File: config.mk
export PLATFORM = sky130hd
export DESIGN_NAME = dlp_dead_predictor
export DESIGN_NICKNAME = d
export VERILOG_FILES = /design/src/rtl/dlp_pkg.sv /design/src/rtl/dlp_slice_timer.sv /design/src/rtl/dlp_hit_bank.sv /design/src/rtl/dlp_dead_predictor.sv
export SDC_FILE = /design/constraint.sdc
export NUM_CORES = 2
export LEC_CHECK = 0
export ABC_AREA = 1
export CORE_MARGIN = 5
export CORE_UTILIZATION = 55
export CTS_CLUSTER_SIZE = 12
export DETAILED_ROUTE_END_ITERATION = 10
export GPL_TIMING_DRIVEN = 0
export HOLD_SLACK_MARGIN = 0.15
export PLACE_DENSITY = 0.69
export SYNTH_ARGS = -nofsm -noshare
export SYNTH_HDL_FRONTEND = slang
export SYNTH_SLANG_ARGS = --single-unit
File: constraint.sdc
create_clock -name clk -period 6.6 [get_ports clk]
set_input_delay 1.32 -clock clk [delete_from_list [all_inputs] [get_ports clk]]
set_output_delay 1.32 -clock clk [all_outputs]
set_load 0.05 [all_outputs]
File: src/rtl/dlp_pkg.sv
package dlp_pkg;

    typedef enum logic [1:0] {
        ST_IDLE_COUNT = 2'd0,
        ST_WALK       = 2'd1,
        ST_PUBLISH    = 2'd2
    } dlp_state_e;

    localparam int unsigned LIMIT_SHIFT = 5;

endpackage

File: src/rtl/dlp_slice_timer.sv
module dlp_slice_timer #(
    parameter int unsigned SLICE_CYCLES = 500000
) (
    input  logic clk,
    input  logic rst_n,
    output logic slice_end
);
    localparam int unsigned TCW = (SLICE_CYCLES > 1) ? $clog2(SLICE_CYCLES) : 1;
    localparam logic [TCW-1:0] LAST = TCW'(SLICE_CYCLES - 1);

    logic [TCW-1:0] tick_q;

    assign slice_end = (tick_q == LAST);

    always_ff @(posedge clk) begin
        if (!rst_n) begin
            tick_q <= '0;
        end else if (slice_end) begin
            tick_q <= '0;
        end else begin
            tick_q <= tick_q + 1'b1;
        end
    end
endmodule

File: src/rtl/dlp_hit_bank.sv
module dlp_hit_bank #(
    parameter int unsigned WAYS  = 16,
    parameter int unsigned CNT_W = 20
) (
    input  logic                     clk,
    input  logic                     rst_n,
    input  logic                     acc_valid,
    input  logic                     acc_hit,
    input  logic [$clog2(WAYS)-1:0]  acc_pos,
    input  logic                     slice_end,
    input  logic [$clog2(WAYS)-1:0]  sel_pos,
    output logic [CNT_W-1:0]         sel_cnt,
    output logic [CNT_W-1:0]         snap_total
);
    localparam int unsigned PW = $clog2(WAYS);
    localparam logic [CNT_W-1:0] CMAX = '1;

    logic [WAYS-1:0][CNT_W-1:0] snap_vec;
    logic [CNT_W-1:0]           tot_live_q;
    logic [CNT_W-1:0]           tot_next;

    for (genvar g = 0; g < WAYS; g++) begin : g_way
        logic [CNT_W-1:0] live_q;
        logic [CNT_W-1:0] frozen_q;
        logic [CNT_W-1:0] live_next;
        logic             bump;

        assign bump      = acc_valid && acc_hit && (acc_pos == PW'(g));
        assign live_next = (bump && (live_q != CMAX)) ? live_q + 1'b1 : live_q;

        always_ff @(posedge clk) begin
            if (!rst_n) begin
                live_q   <= '0;
                frozen_q <= '0;
            end else if (slice_end) begin
                frozen_q <= live_next;
                live_q   <= '0;
            end else begin
                live_q   <= live_next;
            end
        end

        assign snap_vec[g] = frozen_q;
    end

    assign tot_next = (acc_valid && (tot_live_q != CMAX)) ? tot_live_q + 1'b1 : tot_live_q;

    always_ff @(posedge clk) begin
        if (!rst_n) begin
            tot_live_q <= '0;
            snap_total <= '0;
        end else if (slice_end) begin
            snap_total <= tot_next;
            tot_live_q <= '0;
        end else begin
            tot_live_q <= tot_next;
        end
    end

    assign sel_cnt = snap_vec[sel_pos];
endmodule

File: src/rtl/dlp_dead_predictor.sv
module dlp_dead_predictor
    import dlp_pkg::*;
#(
    parameter int unsigned WAYS         = 16,
    parameter int unsigned SLICE_CYCLES = 500000,
    parameter int unsigned CNT_W        = 20
) (
    input  logic                          clk,
    input  logic                          rst_n,
    input  logic                          acc_valid,
    input  logic                          acc_hit,
    input  logic [$clog2(WAYS)-1:0]       acc_pos,
    input  logic [$clog2(WAYS)-1:0]       qry_pos,
    input  logic                          qry_dirty,
    output logic [$clog2(WAYS+1)-1:0]     dead_from,
    output logic                          qry_cand
);
    localparam int unsigned PW = $clog2(WAYS);
    localparam int unsigned TW = $clog2(WAYS + 1);
    localparam int unsigned SW = CNT_W + TW;
    localparam logic [PW-1:0] LRU_POS  = PW'(WAYS - 1);
    localparam logic [TW-1:0] ALL_WAYS = TW'(WAYS);

    logic             slice_end;
    logic [PW-1:0]    sel_pos;
    logic [CNT_W-1:0] sel_cnt;
    logic [CNT_W-1:0] snap_total;

    dlp_slice_timer #(.SLICE_CYCLES(SLICE_CYCLES)) timer_i (
        .clk       (clk),
        .rst_n     (rst_n),
        .slice_end (slice_end)
    );

    dlp_hit_bank #(.WAYS(WAYS), .CNT_W(CNT_W)) bank_i (
        .clk        (clk),
        .rst_n      (rst_n),
        .acc_valid  (acc_valid),
        .acc_hit    (acc_hit),
        .acc_pos    (acc_pos),
        .slice_end  (slice_end),
        .sel_pos    (sel_pos),
        .sel_cnt    (sel_cnt),
        .snap_total (snap_total)
    );

    dlp_state_e    state_q, state_d;
    logic [TW-1:0] walk_k_q;
    logic [SW-1:0] walk_sum_q;
    logic [SW-1:0] trial_sum;
    logic [SW-1:0] walk_limit;
    logic          walk_take;

    // The walk starts at the LRU end and moves toward MRU.
    assign sel_pos    = LRU_POS - walk_k_q[PW-1:0];
    assign trial_sum  = walk_sum_q + SW'(sel_cnt);
    assign walk_limit = SW'(snap_total >> LIMIT_SHIFT);
    assign walk_take  = (walk_k_q != ALL_WAYS) && (trial_sum < walk_limit);

    // State register
    always_ff @(posedge clk) begin
        if (!rst_n) begin
            state_q <= ST_IDLE_COUNT;
        end else begin
            state_q <= state_d;
        end
    end

    // Transitions: slice_close, walk_step, walk_stop, publish_done
    always_comb begin
        state_d = state_q;
        unique case (state_q)
            ST_IDLE_COUNT: if (slice_end) state_d = ST_WALK;
            ST_WALK:       if (!walk_take) state_d = ST_PUBLISH;
            ST_PUBLISH:    state_d = ST_IDLE_COUNT;
            default:       state_d = ST_IDLE_COUNT;
        endcase
    end

    // Walk datapath
    always_ff @(posedge clk) begin
        if (!rst_n) begin
            walk_k_q   <= '0;
            walk_sum_q <= '0;
        end else if (state_q == ST_IDLE_COUNT && slice_end) begin
            walk_k_q   <= '0;
            walk_sum_q <= '0;
        end else if (state_q == ST_WALK && walk_take) begin
            walk_k_q   <= walk_k_q + 1'b1;
            walk_sum_q <= trial_sum;
        end
    end

    // Output register
    always_ff @(posedge clk) begin
        if (!rst_n) begin
            dead_from <= ALL_WAYS;
        end else if (state_q == ST_PUBLISH) begin
            dead_from <= ALL_WAYS - walk_k_q;
        end
    end

    assign qry_cand = qry_dirty && (TW'(qry_pos) >= dead_from);
endmodule

==> parameters.txt <==
Parameter                              Value

Clocking
  Total CTS buffers    80
  Sink count of the clock tree    approximately 730
  H-tree levels    3
  Clock transition at the register clock pins on the worst setup and hold paths after CTS    about 60 ps
  Worst-skew pair later-pin latency    640 ps
  Number of buffers added for setup after CTS    0
  Root buffer cell    clkbuf_16
  CTS tree    done
  Count of hold-fix buffers inserted at cts    0
  Max clock buf depth    3

Drt
  Via density per instance    5.49
  First-pass iteration count of the detailed router    6
  Total routed wirelength    about 120000 um
  Number of DRC markers in iteration 0    3554
  Residual DRC    0
  Final ANT Viol Nets    0
  Routed length per instance    approximately 20 um
  Total number of vias    33.0k

Synthesis
  Top cells by area, synth    dfxtp_1, nand2_1, inv_1
  Syn avg cell area    7.17 um2
  Count of distinct cell types in the synthesized netlist    55
  Count of flip-flops with a built-in enable after synthesis    0
  Net count after synthesis    5068
  Most used flip-flop cell after synthesis    dfxtp_1
  Seq/Total Area, Yosys    about two fifths
  Share of async-settable or async-resettable flops after synthesis    0%
  Cells after synthesis    4995
  Synth top area share    40.9%
  Synth Warn #    0
  Dominant cell by count in the synthesized netlist    nand2_1
  Most used standard cells in the synthesized netlist    nand2_1, inv_1, dfxtp_1
  Flop and latch count out of synthesis    731
  Synthesized area    35800 um2
  Area leader, netlist    dfxtp_1

Placed design
  Post-Place Cells    5868
  Last weighted congestion value of the routability-driven placer    1.03
  Buffers on Ports    18
  Half-perimeter wire length of the detailed placement result    a little over 90000 um

Timing
  Number of setup violations in the final report    0
  Relative slew margins    around 3.8%
  Largest clock skew in the final design    25.7 ps
  Fin. max-slew vios    0
  Final Hold Vio Count    0
  Period utilization    97.7%
  Unrepaired setup endpoints after global routing    no
  Final critical delay including setup and external delays    6450 ps
  Transition time at the pin with the least slew margin    around 1400 ps
  Fmax    around 0.16 GHz
  Total negative slack for setup checks    0 ps

Global route
  Number of global-route vias before repair    30.5k
  Maximum number of pins on one net before global-route repair    13
  Initial antenna violation count    5
  Remaining global-route overflow    0
  Wire length of the first global-routing pass    178000 um
  Total track usage    32.5%

Flow run
  Maximum Capacitance Violations    0

Power and ir drop
  Highest ir drop seen on vdd    0.183 mV
  Static Leak    14.7 nW
  Total Power    9.09 mW
  Power Density    229 nW/um2

Worst setup path
  R2R setup slack    150 ps
  Largest stage delay, worst path    roughly 860 ps
  Nature of the critical path endpoint    flip-flop
  Crit Path Class    flip-flop to flip-flop
  Stages on the worst setup path    28
  Data required time of the critical path    7070 ps
  Capture point of the worst path    walk_k_q[1]
  Endpoint of the worst register-to-register path    walk_k_q[1]
  Master of the slowest instance on the critical path    clkbuf_1
  Number of cells on the worst reg-to-reg path    28
  Largest fanout on the critical path    10
  Signal arrival time at the worst endpoint    ~7000 ps
  Worst setup path start    walk_k_q[0]
  Startpoint types    flip-flop
  FF-to-FF Start    walk_k_q[0]
  Crit path max-delay family    buffers and inverters
  Worst path bufs/invs    6

Floorplanning
  Core Box Area    about 64000 um2
  Horizontal die dimension    between 200 and 300 um
  Initial Utilization    55.5%
  Die area    between 70000 and 80000 um2
  Number of primary I/O pins    19
  Number of core rows    93
  Vertical extent of the die    approximately 270 um

Layout
  Ratio of cells with drive above 1 in the final layout    between 5 and 6%
  Area growth from synthesis to layout    10.8%
  Layout net count    5168
  Non-filler instance count after layout    approximately 6k

Min path
  Worst hold path type    flip-flop to flip-flop

Status
  Run status    complete, no violations
[cell type report]
cell class              instances  area [um2]
fillers                      6143       24800
multi-input cells            3286       17400
flip-flops and latches        731       14600
inverters                     780        2930
clock buffers                 117        2360
well taps                     855        1070
plain buffers                 198         880
clock inverters                20         245
repair buffers                 18         180
diodes                          2        5.00
[per-layer routing]
layer	up-vias	wire length, um	global-route usage [%]
met4	0	6300	14.4
met5	-	0	0
met1	15200	51400	44.6
li1	16200	-	-
met3	314	9840	5.90
met2	1255	50800	50.3
[stage by stage]
stage | instance area (um2) | utilization [%] | worst slack (ps) | hold slack (ps)
finish | 39700 | 61.5 | 155 | 446
detailed placement | 37100 | 57.5 | 393 | 435
global placement | 37100 | 57.5 | 474 | 431
global route | 39700 | 61.5 | 3.45 | 461
CTS | 39700 | 61.5 | 359 | 445
floorplan | 35800 | - | 2110 | 418
[sequential cells by signal (all words and copies together) (netlist names), named ones only]
signal / flops
bank_i.snap_total: 15
walk_sum_q: 25
dead_from: 5
timer_i.tick_q: 19
walk_k_q: 5
bank_i.g_way.frozen_q: 320
bank_i.tot_live_q: 16
state_q: 2
bank_i.g_way.live_q: 320
[cells by family (layout without fill, tap and decap cells)]
logic type | after synthesis | in the layout | share of synthesized area [%]
AO/OA/AOI/OAI | 898 | 898 | 13.8
flip-flops | 731 | 731 | 40.9
other | 0 | 2 | 0
multiplexers | 14 | 14 | 0.391
XOR/XNOR | 325 | 325 | 7.95
buffers and inverters | 978 | 1133 | 10.6
AND/OR/NAND/NOR | 1989 | 1989 | 24.3
adder cells (fa/ha/maj) | 60 | 60 | 2.12
[report_power, final]
part	switching [mW]	total [mW]	internal, mW	leakage, nW
clock network	1.84	4.51	2.67	1.28
logic	0.137	0.167	0.0300	7.56
registers	0.00392	4.42	4.42	5.89
total	1.98	9.09	7.12	14.7
[placed cells by master, fill, tap and decap left out, drive strengths merged, types with 5 or more instances in the layout]
cell type,Yosys,layout
o22ai,134,134
nor2,577,577
a21oi,244,244
bufinv,0,5
a2111o,16,16
dfxtp,731,731
ha,59,59
clkinv,2,12
nor4,60,60
mux2i,14,14
nand2,907,907
a22o,18,18
nand4,100,100
xnor2,65,65
clkdlybuf4s50,0,18
o21ai,452,452
buf,85,82
a21boi,19,19
inv,778,781
and2,45,45
clkbuf,113,233
nor3,108,108
xor2,260,260
nand3,170,170
nor3b,13,13
[tightest hold or removal path, stage by stage, from the launching register on]
cell,delay [ps]
dfxtp_1,310
nand2_1,60
nor2_1,30
[repair_timing]
| action | CTS | global route |
|---|---|---|
| endpoints found under the hold margin | 0 | 0 |
| setup endpoints to repair | 0 | 20 |
| resized for setup | 0 | 8 |
[worst min path at each step]
| stage | cells past startpoint | startpoint | to | slack, ps |
|---|---|---|---|---|
| final | 2 | walk_sum_q[16] | walk_sum_q[16] | 450 |
| after global routing | 2 | walk_sum_q[17] | walk_sum_q[17] | 460 |
| after CTS | 2 | walk_sum_q[16] | walk_sum_q[16] | 450 |
| after detailed placement | 2 | walk_sum_q[16] | walk_sum_q[16] | 440 |
| after global placement | 2 | walk_sum_q[17] | walk_sum_q[17] | 430 |
| after floorplan | 1 | timer_i.tick_q[0] | timer_i.tick_q[0] | 420 |
Power figures use the tool's default switching activity.
